## src/rtl/srvcmd_pkg.sv

```systemverilog
package srvcmd_pkg;

    localparam int unsigned BYTE_W   = 8;
    localparam int unsigned NIB_W    = 4;
    localparam int unsigned RAM_AW   = 6;
    localparam int unsigned MAX_PARM = 7;

    localparam logic [RAM_AW-1:0] CMD_SLOT  = 6'h31;
    localparam logic [RAM_AW-1:0] PARAM_TOP = 6'h30;

    typedef enum logic [0:0] {
        LD_WAIT_CMD   = 1'b0,
        LD_TAKE_PARAM = 1'b1
    } ld_state_e;

    typedef struct packed {
        logic [NIB_W-1:0] code;
        logic [NIB_W-1:0] left;
    } cmd_word_t;

    function automatic logic count_legal(input logic [NIB_W-1:0] n,
                                         input logic [NIB_W-1:0] max_n);
        return (n != '0) && (n <= max_n);
    endfunction

    function automatic cmd_word_t count_down(input cmd_word_t w);
        cmd_word_t r;
        r      = w;
        r.left = w.left - NIB_W'(1);
        return r;
    endfunction

endpackage

```

## src/rtl/srvcmd_ram.sv

```systemverilog
module srvcmd_ram #(
    parameter int unsigned DW = 8,
    parameter int unsigned AW = 6
) (
    input  logic          clk,
    input  logic          rst,
    input  logic          wa_en,
    input  logic [AW-1:0] wa_addr,
    input  logic [DW-1:0] wa_data,
    input  logic          wb_en,
    input  logic [AW-1:0] wb_addr,
    input  logic [DW-1:0] wb_data,
    input  logic [AW-1:0] rd_addr,
    output logic [DW-1:0] rd_data
);
    localparam int unsigned DEPTH = 1 << AW;

    logic [DW-1:0] mem [DEPTH];

    // Two write lanes: lane A stacks parameters, lane B holds the command word.
    always_ff @(posedge clk) begin
        if (wa_en) mem[wa_addr] <= wa_data;
        if (wb_en) mem[wb_addr] <= wb_data;
        rd_data <= mem[rd_addr];
    end

    // Parameter stack never collides with the command word slot.
    assert_lane_clash_R3: assert property (@(posedge clk) disable iff (rst)
        (wa_en && wb_en) |-> (wa_addr != wb_addr));

endmodule

```

## src/rtl/srvcmd_ptr.sv

```systemverilog
module srvcmd_ptr #(
    parameter int unsigned        AW       = 6,
    parameter logic [AW-1:0]      TOP_ADDR = 6'h30,
    parameter int unsigned        MAX_CNT  = 7
) (
    input  logic          clk,
    input  logic          rst,
    input  logic          load_i,
    input  logic          step_i,
    output logic [AW-1:0] ptr_o
);
    localparam logic [AW-1:0] ONE      = AW'(1);
    localparam logic [AW-1:0] LOW_ADDR = TOP_ADDR - AW'(MAX_CNT - 1);

    logic [AW-1:0] ptr_q;
    logic [3:0]    used_q;

    always_ff @(posedge clk) begin
        if (rst) begin
            ptr_q  <= TOP_ADDR;
            used_q <= '0;
        end else if (load_i) begin
            ptr_q  <= TOP_ADDR;
            used_q <= '0;
        end else if (step_i) begin
            ptr_q  <= ptr_q - ONE;
            used_q <= used_q + 4'd1;
        end
    end

    assign ptr_o = ptr_q;

    // A step only ever lands on a legal parameter slot.
    assert_step_window_R3: assert property (@(posedge clk) disable iff (rst)
        step_i |-> (ptr_q <= TOP_ADDR) && (ptr_q >= LOW_ADDR));

    // No more steps than the largest count between two loads.
    assert_step_budget_R3: assert property (@(posedge clk) disable iff (rst)
        step_i |-> (used_q < 4'(MAX_CNT)));

endmodule

```

## src/rtl/srvcmd_ctrl.sv

```systemverilog
module srvcmd_ctrl
    import srvcmd_pkg::*;
#(
    parameter int unsigned       AW       = 6,
    parameter logic [AW-1:0]     CMD_ADDR = 6'h31,
    parameter logic [AW-1:0]     TOP_ADDR = 6'h30,
    parameter int unsigned       MAX_CNT  = 7
) (
    input  logic              clk,
    input  logic              rst,
    input  logic              abort_i,
    input  logic              vld_i,
    input  logic [BYTE_W-1:0] byte_i,
    input  logic [AW-1:0]     ptr_i,
    output logic              load_o,
    output logic              step_o,
    output logic              wa_en_o,
    output logic [AW-1:0]     wa_addr_o,
    output logic [BYTE_W-1:0] wa_data_o,
    output logic              wb_en_o,
    output logic [AW-1:0]     wb_addr_o,
    output logic [BYTE_W-1:0] wb_data_o,
    output logic              done_o,
    output logic [NIB_W-1:0]  opcode_o,
    output logic              err_o
);
    localparam logic [NIB_W-1:0] MAX_N    = NIB_W'(MAX_CNT);
    localparam logic [NIB_W-1:0] LAST_ONE = NIB_W'(1);
    localparam logic [AW-1:0]    LOW_ADDR = TOP_ADDR - AW'(MAX_CNT - 1);

    ld_state_e        st_q, st_d;
    cmd_word_t        cur_q, cur_d;
    cmd_word_t        incoming;
    cmd_word_t        next_word;
    logic             take;
    logic             legal;
    logic             last;
    logic             done_q, done_d;
    logic [NIB_W-1:0] op_q, op_d;
    logic             err_q, err_d;

    assign incoming  = cmd_word_t'(byte_i);
    assign next_word = count_down(cur_q);
    assign take      = vld_i && !abort_i;
    assign legal     = count_legal(incoming.left, MAX_N);
    assign last      = (cur_q.left == LAST_ONE);
    assign wb_addr_o = CMD_ADDR;

    always_comb begin
        st_d      = st_q;
        cur_d     = cur_q;
        done_d    = 1'b0;
        op_d      = '0;
        err_d     = err_q;
        load_o    = 1'b0;
        step_o    = 1'b0;
        wa_en_o   = 1'b0;
        wa_addr_o = ptr_i;
        wa_data_o = byte_i;
        wb_en_o   = 1'b0;
        wb_data_o = byte_i;
        unique case (st_q)
            LD_WAIT_CMD: begin
                if (take) begin
                    if (legal) begin
                        wb_en_o = 1'b1;
                        cur_d   = incoming;
                        load_o  = 1'b1;
                        err_d   = 1'b0;
                        st_d    = LD_TAKE_PARAM;
                    end else begin
                        err_d   = 1'b1;
                    end
                end
            end
            LD_TAKE_PARAM: begin
                if (take) begin
                    wa_en_o   = 1'b1;
                    wb_en_o   = 1'b1;
                    wb_data_o = next_word;
                    cur_d     = next_word;
                    step_o    = 1'b1;
                    if (last) begin
                        done_d = 1'b1;
                        op_d   = cur_q.code;
                        st_d   = LD_WAIT_CMD;
                    end
                end
            end
        endcase
        if (abort_i) begin
            st_d  = LD_WAIT_CMD;
            err_d = 1'b0;
        end
    end

    always_ff @(posedge clk) begin
        if (rst) begin
            st_q   <= LD_WAIT_CMD;
            cur_q  <= '0;
            done_q <= 1'b0;
            op_q   <= '0;
            err_q  <= 1'b0;
        end else begin
            st_q   <= st_d;
            cur_q  <= cur_d;
            done_q <= done_d;
            op_q   <= op_d;
            err_q  <= err_d;
        end
    end

    assign done_o   = done_q;
    assign opcode_o = op_q;
    assign err_o    = err_q;

    assert_done_single_R5: assert property (@(posedge clk) disable iff (rst)
        done_o |=> !done_o);

    assert_opcode_quiet_R5: assert property (@(posedge clk) disable iff (rst)
        !done_o |-> (opcode_o == '0));

    assert_last_gives_done_R5: assert property (@(posedge clk) disable iff (rst)
        (st_q == LD_TAKE_PARAM && take && last) |=> done_o);

    assert_done_back_to_cmd_R6: assert property (@(posedge clk) disable iff (rst)
        done_o |-> (st_q == LD_WAIT_CMD));

    assert_reject_R7: assert property (@(posedge clk) disable iff (rst)
        (st_q == LD_WAIT_CMD && take && !legal) |=> (err_o && st_q == LD_WAIT_CMD));

    assert_err_not_done_R8: assert property (@(posedge clk) disable iff (rst)
        err_o |-> !done_o);

    assert_abort_idle_R9: assert property (@(posedge clk) disable iff (rst)
        abort_i |=> (st_q == LD_WAIT_CMD && !done_o && !err_o));

    assert_param_window_R3: assert property (@(posedge clk) disable iff (rst)
        (st_q == LD_TAKE_PARAM) |-> (ptr_i <= TOP_ADDR && ptr_i >= LOW_ADDR));

    assert_idle_quiet_R10: assert property (@(posedge clk) disable iff (rst)
        !vld_i |-> (!wa_en_o && !wb_en_o));

endmodule

```

## src/rtl/srvcmd_loader.sv

```systemverilog
module srvcmd_loader
    import srvcmd_pkg::*;
#(
    parameter logic [RAM_AW-1:0] CMD_ADDR = CMD_SLOT,
    parameter logic [RAM_AW-1:0] TOP_ADDR = PARAM_TOP,
    parameter int unsigned       MAX_CNT  = MAX_PARM
) (
    input  logic              clk,
    input  logic              rst,
    input  logic              abort_i,
    input  logic              byte_vld_i,
    input  logic [BYTE_W-1:0] byte_i,
    input  logic [RAM_AW-1:0] rd_addr_i,
    output logic [BYTE_W-1:0] rd_data_o,
    output logic              done_o,
    output logic [NIB_W-1:0]  opcode_o,
    output logic              err_o
);
    logic              load;
    logic              step;
    logic [RAM_AW-1:0] ptr;
    logic              wa_en;
    logic [RAM_AW-1:0] wa_addr;
    logic [BYTE_W-1:0] wa_data;
    logic              wb_en;
    logic [RAM_AW-1:0] wb_addr;
    logic [BYTE_W-1:0] wb_data;

    srvcmd_ctrl #(
        .AW       (RAM_AW),
        .CMD_ADDR (CMD_ADDR),
        .TOP_ADDR (TOP_ADDR),
        .MAX_CNT  (MAX_CNT)
    ) ctrl_i (
        .clk       (clk),
        .rst       (rst),
        .abort_i   (abort_i),
        .vld_i     (byte_vld_i),
        .byte_i    (byte_i),
        .ptr_i     (ptr),
        .load_o    (load),
        .step_o    (step),
        .wa_en_o   (wa_en),
        .wa_addr_o (wa_addr),
        .wa_data_o (wa_data),
        .wb_en_o   (wb_en),
        .wb_addr_o (wb_addr),
        .wb_data_o (wb_data),
        .done_o    (done_o),
        .opcode_o  (opcode_o),
        .err_o     (err_o)
    );

    srvcmd_ptr #(
        .AW       (RAM_AW),
        .TOP_ADDR (TOP_ADDR),
        .MAX_CNT  (MAX_CNT)
    ) ptr_i (
        .clk    (clk),
        .rst    (rst),
        .load_i (load),
        .step_i (step),
        .ptr_o  (ptr)
    );

    srvcmd_ram #(
        .DW (BYTE_W),
        .AW (RAM_AW)
    ) ram_i (
        .clk     (clk),
        .rst     (rst),
        .wa_en   (wa_en),
        .wa_addr (wa_addr),
        .wa_data (wa_data),
        .wb_en   (wb_en),
        .wb_addr (wb_addr),
        .wb_data (wb_data),
        .rd_addr (rd_addr_i),
        .rd_data (rd_data_o)
    );

endmodule

```

## config.mk

```make
export PLATFORM = sky130hd
export DESIGN_NAME = srvcmd_loader
export DESIGN_NICKNAME = d
export VERILOG_FILES = /design/src/rtl/srvcmd_pkg.sv /design/src/rtl/srvcmd_ram.sv /design/src/rtl/srvcmd_ptr.sv /design/src/rtl/srvcmd_ctrl.sv /design/src/rtl/srvcmd_loader.sv
export SDC_FILE = /design/constraint.sdc
export NUM_CORES = 1
export LEC_CHECK = 0
export BUFFER_PORTS_ARGS = -buffer_cell sky130_fd_sc_hd__buf_4
export CAP_MARGIN = 40
export CORE_UTILIZATION = 44
export CTS_CLUSTER_DIAMETER = 40
export DETAILED_ROUTE_END_ITERATION = 7
export HOLD_SLACK_MARGIN = 0.12
export PLACE_DENSITY = 0.71
export SLEW_MARGIN = 20
export SYNTH_ARGS = -nofsm -noshare
export SYNTH_HDL_FRONTEND = slang
export SYNTH_SLANG_ARGS = --single-unit
```

## constraint.sdc

```tcl
create_clock -name clk -period 5.9 [get_ports clk]
set_input_delay 0 -clock clk [delete_from_list [all_inputs] [get_ports clk]]
set_output_delay 0 -clock clk [all_outputs]
set_load 0.005 [all_outputs]
```

==> reports/qor_table.md, run 1 <==
| Group | Quantity | This run |
|:---|:---|:---|
| synthesis | Fraction of the yosys area taken by sequential cells | 0.760 |
| clock network | Count of H-tree levels built during CTS | 2 |
| sta | Period utilisation layout | 0.505 |
| critical path | Maximum fanout along the worst path | 20 |
| clock network | CTS root buffer | sky130_fd_sc_hd__clkbuf_16 |
| clock network | Cells resized by post-CTS repair | 0 |
| critical path | Category of the most critical setup path | flip-flop to flip-flop |
| synthesis | Synth warnings | 0 |
| run | Max-capacitance violation count | 0 |
| sta | Peak Freq | 335 MHz |
| die | Overall die area | 48600 um^2 |
| power and ir drop | PwrDens | 337 nW/um^2 |
| drt | DRT antenna net count | 0 |
| power and ir drop | LEAKAGE | 0.00750 uW |
| final layout | Post-route core utilization | 0.510 |
| clock network | CTS tree | built |
| run status | Failing checks | DRC |
| critical path | Critical Path Source Type | flip-flop |
| global route | GR Util All Layers | 0.196 |
| clock network | Hold bufs inserted after CTS | 18 |
| clock network | Clk_lat worst skew | 0.60 ns |
| drt | Drt first-iter violations | 1054 |
| sta | Unrepaired setup endpoints after global routing | no |
| sta | Clk_skew | 0.0172 ns |
| drt | Via density | 5.89 |
| run status | Outcome | complete, but fails checks |
| die | Number of top-level pins | 32 |
| critical path | Critical path capture point type | flip-flop |
| die | Area of the core | 46800 um^2 |
| critical path | Crit path required time | 6.13 ns |
| sta | Post-route minimum period | 2.98 ns |
| final layout | Number of nets in the layout | 1120 |
| final layout | Final non-filler cell area | 23800 um^2 |
| global route | First-pass GRT wire length | 68600 um |
| synthesis | Async set-or-reset flop fraction in the synthesized netlist | 0 |
| global route | Total gr overflow | 0 |
| sta | Final Max Slew Viols | 0 |
| critical path | Max stage delay cell, worst path | sky130_fd_sc_hd__nor2_1 |
| synthesis | Cell count after synthesis | 1029 |
| placed design | Standard cell area after detailed placement | 21700 um^2 |
| synthesis | Number of synthesized flops with an enable pin | 512 |
| sta | Tightest slew margin relative to the limit | 0.383 |
| drt | Routed via count | 10327 |
| die | Initial Utilization | 0.449 |
| clock network | Maximum buffer depth of the clock tree | 3 |
| synthesis | Netlist Area Pre-Place | 21000 um^2 |
| power and ir drop | IR Drop Worst-Case VDD | 0.206 mV |
| critical path | CP cell instances | inv_1 > nor2_1 > buf_4 > nand4_1 > nor2_1 |
| drt | Total Routed Length | 45800 um |
| synthesis | Synth unique cells | 51 |
| clock network | Post-CTS setup repair buffer count | 0 |
| placed design | Number of buffers inserted by port buffering | 31 |
| synthesis | #FFs+latches synth | 541 |
| clock network | CTS Sinks | 541 |
| synthesis | Average cell area after synthesis | 20.4 um^2 |
| global route | Largest net degree at the start of global routing | 103 |
| drt | # DRC | 2 |
| critical path | Most common cell on crit path | sky130_fd_sc_hd__nor2_1 |
| drt | Wire length per cell | 26.1 um |
| die | Count of standard-cell rows | 79 |
| placed design | Routability congestion estimate | 0.784 |
| power and ir drop | Power, Total | 8030 uW |
| sta | Final Hold Viols | 0 |
| final layout | Area Growth Syn to Fin | 13.6% |
| placed design | Total half-perimeter wirelength after legalization and detailed placement | 26300 um |
| die | Die height | 220 um |
| sta | Worst-Margin Slew | 0.922 ns |
| drt | Number of detailed-routing iterations run before antenna repair | 8 |
| clock network | CTS clock-pin slew for the worst setup and hold paths | 0.06 ns |
| synthesis | Net count after synthesis | 1050 |
| critical path | Data arrival time of the critical path | 3.21 ns |
| sta | TNS Setup | 0 ns |
| global route | Initial antenna violation count | 2 |
| global route | Via count of the first global-routing pass | 10576 |
| sta | Count of endpoints failing setup in the final report | 0 |
| critical path | Max stage delay on crit path | 0.88 ns |
| synthesis | Dominant register cell in the synthesized netlist | sky130_fd_sc_hd__edfxtp_1 |
| critical path | Reg-to-reg slack, setup | 2.92 ns |
| worst hold path | Type of the most critical hold path | input port to flip-flop |
| final layout | Fraction of final layout cells sized beyond drive strength 1 | 0.235 |
| sta | WHS | 0.159 ns |
| die | Chip Width | 220 um |
| clock network | TritonCTS Buffers | 59 |
[cells in the mapped netlist, drive strengths merged (5+ instances only)]
| library cell | instances | share of area |
|---|---|---|
| inv | 8 | 0.0014 |
| mux2i | 32 | 0.015 |
| edfxtp | 512 | 0.73 |
| clkbuf | 16 | 0.0029 |
| nand3b | 5 | 0.0018 |
| buf | 38 | 0.013 |
| a221oi | 6 | 0.0025 |
| o21ai | 19 | 0.0045 |
| o221ai | 10 | 0.0042 |
| a21oi | 10 | 0.0024 |
| mux4 | 128 | 0.14 |
| nor2 | 80 | 0.014 |
| nor3 | 8 | 0.0021 |
| a22o | 7 | 0.0029 |
| nand3 | 11 | 0.0026 |
| dfxtp | 29 | 0.028 |
| nor2b | 5 | 0.0015 |
| nand2 | 33 | 0.0059 |
| o22ai | 16 | 0.0048 |
| and2 | 6 | 0.0018 |
| a211oi | 7 | 0.0025 |
[layer usage]
metal	track usage	vias to the layer above	wire [um]
met4	0.0740	2	1510
met5	0	-	11
met3	0.0404	95	3710
li1	-	4401	-
met1	0.275	5359	18800
met2	0.304	470	21700
[worst paths after layout]
kind,start,cells after the start,end
worst max-delay path,ctrl_i.st_q,5,ram_i.mem[31][3]
worst min-delay path,rd_addr_i[2],4,ram_i.rd_data[5]
worst max register to register,ctrl_i.st_q,5,ram_i.mem[31][3]
worst min register to register,ctrl_i.cur_q[5],1,ctrl_i.opcode_o[1]
[area by class of cell]
cell class | count | area, um^2
fillers | 3657 | 22900
repair buffers | 63 | 571
flip-flops and latches | 541 | 16000
diodes | 1 | 2.50
clock buffers | 76 | 1590
multi-input cells | 426 | 4680
inverters | 8 | 30.0
clock inverters | 31 | 244
well taps | 607 | 759
[where the power goes]
group | switching (uW) | leakage, uW | internal (uW) | total, uW
Combinational | 217 | 0.00177 | 142 | 359
Clock | 1460 | 0.000886 | 1990 | 3450
Sequential | 10.7 | 0.00484 | 4210 | 4220
Total | 1690 | 0.00750 | 6340 | 8030
[flip-flops by register name, summed over array words and instances (netlist names)]
signal / cells
ram_i.mem: 512
ctrl_i.cur_q: 8
ram_i.rd_data: 8
ptr_i.ptr_o: 6
ctrl_i.opcode_o: 4
ctrl_i.done_o: 1
ctrl_i.err_o: 1
ctrl_i.st_q: 1
[critical path, delay by kind of cell, from the launching register on]
kind / cells / cell delay [ns]
flip-flops: 1 / 0.45
AND/OR/NAND/NOR: 3 / 1.71
buffers and inverters: 2 / 0.44
[metrics by stage]
stage | std cells | worst slack (ns)
final | 1753 | 2.92
after global routing | 1753 | 2.80
after CTS | 1745 | 2.96
after detailed placement | 1620 | 2.97
after global placement | 1620 | 3.02
after floorplan | 1029 | 3.51
[placed cells by master, fill, tap and decap left out, drive strengths merged, types with 5 or more instances in the layout]
| cell | n |
|---|---|
| edfxtp | 512 |
| mux4 | 128 |
| nor2 | 80 |
| clkbuf | 76 |
| buf | 45 |
| nand2 | 33 |
| mux2i | 32 |
| dfxtp | 29 |
| clkinv | 20 |
| o21ai | 19 |
| dlygate4sd3 | 18 |
| o22ai | 16 |
| inv | 12 |
| nand3 | 11 |
| o221ai | 10 |
| a21oi | 10 |
| nor3 | 8 |
| a211oi | 7 |
| a22o | 7 |
| a221oi | 6 |
| and2 | 6 |
| nand3b | 5 |
| nor2b | 5 |
| clkinvlp | 5 |
[logic make-up after synthesis]
group	share of synthesized area
mux	0.153
fa+ha+maj	0.00179
buf+inv	0.0171
xor+xnor	0.00250
compound gates	0.0293
simple gates	0.0358
flops	0.760
Power figures use the tool's default switching activity.
==> run 2, diff against run 1 <==
--- a/config.mk
+++ b/config.mk
@@ -11,7 +11,7 @@
 export CTS_CLUSTER_DIAMETER = 40
 export DETAILED_ROUTE_END_ITERATION = 7
 export HOLD_SLACK_MARGIN = 0.12
-export PLACE_DENSITY = 0.71
+export PLACE_DENSITY = 0.73
 export SLEW_MARGIN = 20
 export SYNTH_ARGS = -nofsm -noshare
 export SYNTH_HDL_FRONTEND = slang
==> constraint.sdc (replaced) <==
create_clock -name clk -period 2.45 [get_ports clk]
set_input_delay 0 -clock clk [delete_from_list [all_inputs] [get_ports clk]]
set_output_delay 0 -clock clk [all_outputs]
set_load 0.005 [all_outputs]
==> run 2 against run 1 <==
The flow still finishes with violations (DRC); critical path depth rose by 1; clock skew up 0.0029 ns; final cell count grew 5.4%; count of clock-buffer cells in the layout grew 5; total power rose to 2.6 times the previous value; via count increased by 4.9%; combinational power is 150% higher; non-clock buffer count is 83 higher; register-to-register slack lost 2.8 ns; sequential power grew 140%.
==> reports/qor_table.md, run 2 (synthesized netlist as in run 1, its figures left out) <==
| Group | Quantity | This run |
|:---|:---|:---|
| run status | Outcome | complete, but fails checks |
| run status | Failing checks | DRC |
| final layout | Diodes inserted | 0 |
| drt | DRT antenna net count | 0 |
| final layout | Register bank with the most flops | ram_i.mem |
| die | Number of top-level pins | 32 |
| final layout | Registers with the highest flip-flop counts | ram_i.mem x512, ctrl_i.cur_q x8, ram_i.rd_data x8 |
| final layout | Most frequent cells in the layout | sky130_fd_sc_hd__edfxtp_1, sky130_fd_sc_hd__mux4_2, sky130_fd_sc_hd__buf_4 |
| power and ir drop | Clock network fraction of design power | 0.478 |
| die | Initial Utilization | 0.449 |
| power and ir drop | Net switching power figure | 4350 uW |
| die | Overall die area | 48600 um^2 |
| final layout | Largest register FFs | 512 |
| global route | GR Util All Layers | 0.202 |
| final layout | Fraction of final layout cells sized beyond drive strength 1 | 0.303 |
| sta | Post-route minimum period | 2.38 ns |
| sta | Period utilisation layout | 0.972 |
| sta | Clk_skew | 0.0201 ns |
| clock network | CTS tree | built |
| global route | First-pass GRT wire length | 70800 um |
| clock network | Count of H-tree levels built during CTS | 3 |
| clock network | Clk_lat worst skew | 0.58 ns |
| critical path | Data arrival time of the critical path | 2.85 ns |
| sta | Peak Freq | 420 MHz |
| critical path | Logic depth of the worst register-to-register path | 6 |
| critical path | Timing startpoint of the critical path | ram_i.mem[51][4] |
| final layout | Area Growth Syn to Fin | 19.0% |
| sta | WHS | 0.158 ns |
| sta | Worst-Margin Slew | 0.787 ns |
| clock network | CTS root buffer | sky130_fd_sc_hd__clkbuf_16 |
| clock network | CTS Sinks | 541 |
| die | Die height | 220 um |
| final layout | Post-route core utilization | 0.534 |
| die | Area of the core | 46800 um^2 |
| worst hold path | Type of the most critical hold path | input port to flip-flop |
| critical path | Crit path required time | 2.92 ns |
| global route | Initial antenna violation count | 0 |
| global route | Total gr overflow | 0 |
| sta | Count of endpoints failing setup in the final report | 0 |
| critical path | Crit path capture | ram_i.rd_data[4] |
| sta | Final Hold Viols | 0 |
| power and ir drop | Power, Total | 21200 uW |
| placed design | Routability congestion estimate | 0.830 |
| clock network | TritonCTS Buffers | 68 |
| die | Chip Width | 220 um |
| sta | Final Max Slew Viols | 0 |
| power and ir drop | LEAKAGE | 0.00816 uW |
| clock network | CTS clock-pin slew for the worst setup and hold paths | 0.06 ns |
| power and ir drop | Internal power summed over all cells | 16800 uW |
| drt | Routed via count | 10833 |
| drt | Via density | 5.86 |
| placed design | Number of buffers inserted by port buffering | 31 |
| global route | Largest net degree at the start of global routing | 66 |
| critical path | Critical path capture point type | flip-flop |
| sta | Unrepaired setup endpoints after global routing | no |
| clock network | Maximum buffer depth of the clock tree | 3 |
| power and ir drop | PwrDens | 848 nW/um^2 |
| sta | TNS Setup | 0 ns |
| power and ir drop | Switching fraction of total power | 0.206 |
| drt | Total Routed Length | 47200 um |
| placed design | Total half-perimeter wirelength after legalization and detailed placement | 28300 um |
| critical path | Reg-to-reg slack, setup | 0.07 ns |
| drt | Number of detailed-routing iterations run before antenna repair | 7 |
| final layout | Most common cell after layout, fill and taps aside | sky130_fd_sc_hd__edfxtp_1 |
| critical path | Reg-to-Reg End | ram_i.rd_data[4] |
| die | Count of standard-cell rows | 79 |
| sta | Tightest slew margin relative to the limit | 0.476 |
| power and ir drop | Sequential power share | 0.481 |
| global route | Via count of the first global-routing pass | 11069 |
| critical path | Maximum fanout along the worst path | 1 |
| critical path | Category of the most critical setup path | flip-flop to flip-flop |
| power and ir drop | IR Drop Worst-Case VDD | 0.594 mV |
| drt | Wire length per cell | 25.6 um |
| critical path | Worst reg2reg startpoint | ram_i.mem[51][4] |
| power and ir drop | Fraction of power consumed by combinational cells | 0.042 |
| drt | # DRC | 2 |
| final layout | Number of nets in the layout | 1212 |
| critical path | Critical Path Source Type | flip-flop |
| clock network | Post-CTS setup repair buffer count | 0 |
| drt | Drt first-iter violations | 1017 |
| run | Max-capacitance violation count | 0 |
## run 2: cell types whose count changed in the layout (fill, tap and decap cells not counted), sizes merged
cell,previous run,this run
buf,45,130
bufinv,2,8
diode,1,0
dlygate4sd3,18,16
clkbuf,76,81
inv,12,13
clkinvlp,5,9
clkinv,20,17
## run 2: power by group through the flow
stage          clock network, uW  logic (uW)  registers (uW)
6_report                   10100         887           10200
5_1_grt                    10600         947           10200
4_1_cts                    10200         894           10200
3_5_place_dp                   0         869           10400
3_3_place_gp                   0         848           10400
2_1_floorplan                  0         488           10300
## run 2: stage by stage
stage / setup WS, ns / instance area [um^2] / cells
global route: 0.0133 / 25000 / 1848
floorplan: 0.0598 / 21000 / 1029
finish: 0.0696 / 25000 / 1848
CTS: 0.116 / 25000 / 1848
global placement: 0.221 / 22500 / 1712
detailed placement: 0.165 / 22500 / 1712
## run 2: worst min path at each step
stage	start	end	slack (ns)	cells past startpoint
floorplan	rst	ptr_i.ptr_o[0]	0.08	1
global placement	abort_i	ctrl_i.err_o	0.18	2
detailed placement	abort_i	ctrl_i.err_o	0.19	2
CTS	byte_vld_i	ptr_i.ptr_o[4]	0.13	6
global route	byte_i[1]	ram_i.mem[52][1]	0.17	2
finish	byte_vld_i	ptr_i.ptr_o[4]	0.16	6
## run 2: per-layer routing
layer | GRT usage | vias up | wire length, um
met1 | 0.275 | 5611 | 18600
met5 | 0 | - | 0
li1 | - | 4575 | -
met3 | 0.0478 | 96 | 4230
met4 | 0.0674 | 0 | 1290
met2 | 0.323 | 551 | 23100
## run 2: critical path, cell delays in order (launching register included)
cell	delay, ns
sky130_fd_sc_hd__edfxtp_1	0.36
sky130_fd_sc_hd__mux4_2	0.50
sky130_fd_sc_hd__a22oi_1	0.31
sky130_fd_sc_hd__a31oi_1	0.16
sky130_fd_sc_hd__a21o_1	0.23
sky130_fd_sc_hd__a22o_1	0.18
sky130_fd_sc_hd__dlygate4sd3_1	0.54
## run 2: timing repair
action / in CTS / in global routing
endpoints found under the setup margin: 0 / 5
hold buffers: 16 / 0
hold endpoints to repair: 282 / 0
resized for setup: 0 / 2
## run 2: cell type report
class                   count  area (um^2)
clock buffers              81         1870
clock inverters            39          445
fillers                  3533        21800
inverters                   8         30.0
multi-input cells         426         4690
flip-flops and latches    541        16000
well taps                 607          759
repair buffers            146         1220
==> run 3, diff against run 2 <==
--- a/config.mk
+++ b/config.mk
@@ -7,11 +7,12 @@
 export LEC_CHECK = 0
 export BUFFER_PORTS_ARGS = -buffer_cell sky130_fd_sc_hd__buf_4
 export CAP_MARGIN = 40
-export CORE_UTILIZATION = 44
+export CORE_UTILIZATION = 40
 export CTS_CLUSTER_DIAMETER = 40
 export DETAILED_ROUTE_END_ITERATION = 7
 export HOLD_SLACK_MARGIN = 0.12
-export PLACE_DENSITY = 0.73
+export MAX_ROUTING_LAYER = met4
+export PLACE_DENSITY = 0.69
 export SLEW_MARGIN = 20
 export SYNTH_ARGS = -nofsm -noshare
 export SYNTH_HDL_FRONTEND = slang
==> run 3 against run 2 <==
The flow now finishes without violations; final cell count up 4.3%; non-clock buffer count rose by 6; clock skew decreased by 0.0019 ns; die area is 9.9% higher; fmax hardly changed; largest power group unchanged.
==> reports/qor_table.md, run 3 (synthesized netlist as in run 1, its figures left out) <==
| Group | Quantity | This run |
|:---|:---|:---|
| global route | First-pass GRT wire length | 70700 um |
| sta | Unrepaired setup endpoints after global routing | no |
| global route | Initial antenna violation count | 1 |
| die | Area of the core | 51600 um^2 |
| clock network | CTS Sinks | 541 |
| worst hold path | Type of the most critical hold path | input port to flip-flop |
| final layout | Fraction of final layout cells sized beyond drive strength 1 | 0.308 |
| clock network | CTS tree | built |
| final layout | Post-route core utilization | 0.486 |
| run | Max-capacitance violation count | 0 |
| placed design | Total half-perimeter wirelength after legalization and detailed placement | 29000 um |
| final layout | Number of nets in the layout | 1217 |
| die | Count of standard-cell rows | 83 |
| clock network | TritonCTS Buffers | 67 |
| power and ir drop | Clock network fraction of design power | 0.466 |
| global route | Busiest layer in global routing | met2 |
| drt | Via density | 5.62 |
| global route | Largest net degree at the start of global routing | 66 |
| drt | Drt first-iter violations | 1452 |
| clock network | CTS clock-pin slew for the worst setup and hold paths | 0.06 ns |
| sta | Setup slack of the critical path after layout | 0.0692 ns |
| global route | Via count of the first global-routing pass | 10809 |
| final layout | Most common cell after layout, fill and taps aside | sky130_fd_sc_hd__edfxtp_1 |
| global route | Total gr overflow | 0 |
| final layout | Final non-filler cell area | 25100 um^2 |
| final layout | Area Growth Syn to Fin | 19.5% |
| drt | Number of detailed-routing iterations run before antenna repair | 6 |
| power and ir drop | PwrDens | 828 nW/um^2 |
| critical path | Crit path required time | 2.91 ns |
| power and ir drop | LEAKAGE | 0.00819 uW |
| global route | Met2 routing resource usage after global routing | 0.274 |
| run status | Outcome | finished, final reports clean |
| die | Number of top-level pins | 32 |
| placed design | Routability congestion estimate | 0.892 |
| sta | Peak Freq | 420 MHz |
| die | Overall die area | 53400 um^2 |
| sta | TNS Setup | 0 ns |
| global route | GR Util All Layers | 0.187 |
| clock network | Count of H-tree levels built during CTS | 3 |
| drt | Routed via count | 10843 |
| sta | Count of endpoints failing setup in the final report | 0 |
| power and ir drop | Net switching power figure | 4380 uW |
| sta | Final Hold Viols | 0 |
| power and ir drop | Switching fraction of total power | 0.211 |
| global route | Met3 Track Usage GR | 0.0316 |
| power and ir drop | Internal power summed over all cells | 16400 uW |
| drt | Wire length per cell | 24.6 um |
| power and ir drop | Fraction of power consumed by combinational cells | 0.044 |
| placed design | Standard cell area after detailed placement | 22700 um^2 |
| clock network | Maximum buffer depth of the clock tree | 3 |
| final layout | Largest register FFs | 512 |
| critical path | Critical path capture point type | flip-flop |
| clock network | CTS root buffer | sky130_fd_sc_hd__clkbuf_16 |
| placed design | Number of buffers inserted by port buffering | 31 |
| power and ir drop | IR Drop Worst-Case VDD | 0.497 mV |
| drt | DRT antenna net count | 0 |
| sta | Clk_skew | 0.0182 ns |
| sta | Post-route minimum period | 2.38 ns |
| placed design | Pre-CTS WS | 0.271 ns |
| die | Die height | 231 um |
| worst hold path | Hold Path Stages | 6 |
| drt | Total Routed Length | 47400 um |
| final layout | Final-layout fill cell count | 4137 |
| critical path | Data arrival time of the critical path | 2.84 ns |
| critical path | Logic depth of the worst register-to-register path | 6 |
| die | Chip Width | 231 um |
| final layout | Registers with the highest flip-flop counts | ram_i.mem x512, ctrl_i.cur_q x8, ram_i.rd_data x8 |
| sta | Final Max Slew Viols | 0 |
| critical path | Critical Path Source Type | flip-flop |
| sta | Period utilisation layout | 0.972 |
| clock network | Clk_lat worst skew | 0.58 ns |
| sta | Worst-Margin Slew | 0.813 ns |
| critical path | Maximum fanout along the worst path | 1 |
| final layout | Most frequent cells in the layout | sky130_fd_sc_hd__edfxtp_1, sky130_fd_sc_hd__mux4_2, sky130_fd_sc_hd__buf_4 |
| sta | Tightest slew margin relative to the limit | 0.458 |
| final layout | Register bank with the most flops | ram_i.mem |
| global route | Met1 global-route usage | 0.264 |
| power and ir drop | Sequential power share | 0.490 |
| drt | # DRC | 0 |
| critical path | Category of the most critical setup path | flip-flop to flip-flop |
| die | Initial Utilization | 0.407 |
run 3: critical path: stages, from the launching register on:
cell and delay [ns]:
sky130_fd_sc_hd__edfxtp_1 0.41, sky130_fd_sc_hd__mux4_2 0.48, sky130_fd_sc_hd__a22oi_2 0.30, sky130_fd_sc_hd__a31oi_2 0.18
sky130_fd_sc_hd__a21o_1 0.19, sky130_fd_sc_hd__a22o_1 0.17, sky130_fd_sc_hd__dlygate4sd3_1 0.54
run 3: area by class of cell:
| cell class | instances | area (um^2) | share of cell area |
|---|---|---|---|
| diodes | 1 | 2.50 | 0.0000998 |
| clock buffers | 86 | 1890 | 0.0755 |
| clock inverters | 34 | 329 | 0.0131 |
| inverters | 8 | 30.0 | 0.00120 |
| multi-input cells | 426 | 4700 | 0.187 |
| flip-flops and latches | 541 | 16000 | 0.636 |
| well taps | 680 | 851 | 0.0339 |
| repair buffers | 152 | 1320 | 0.0526 |
run 3: worst paths after layout:
| check | startpoint | slack [ns] | end |
|---|---|---|---|
| max | ram_i.mem[49][4] | 0.07 | ram_i.rd_data[4] |
| min | byte_i[2] | 0.14 | ctrl_i.cur_q[0] |
| max reg2reg | ram_i.mem[49][4] | 0.07 | ram_i.rd_data[4] |
| min reg2reg | ctrl_i.cur_q[6] | 0.50 | ctrl_i.opcode_o[2] |
run 3: timing repair:
item,in CTS,in global routing
hold buffers,18,0
hold endpoints to repair,295,0
setup endpoints to repair,0,2
buffers inserted,0,0
gates resized for setup,0,3
run 3: through the flow:
stage / std cells / hold slack [ns] / total power, uW
6_report: 1928 / 0.143 / 20800
5_1_grt: 1927 / 0.173 / 21300
4_1_cts: 1927 / 0.122 / 20900
3_5_place_dp: 1789 / 0.185 / 11300
3_3_place_gp: 1789 / 0.187 / 11200
2_1_floorplan: 1029 / 0.0774 / 10800
run 3: metal layers:
metal,wire length [um],vias up
li1,-,4597
met1,20000,5604
met2,22000,541
met3,3860,101
met4,1470,0
met5,0,-
run 3: power groups by stage:
stage / Sequential (uW) / Combinational, uW / Clock, uW
after global routing: 10200 / 980 / 10100
after floorplan: 10300 / 488 / 0
after CTS: 10200 / 926 / 9830
final: 10200 / 920 / 9670
after global placement: 10400 / 879 / 0
after detailed placement: 10400 / 900 / 0
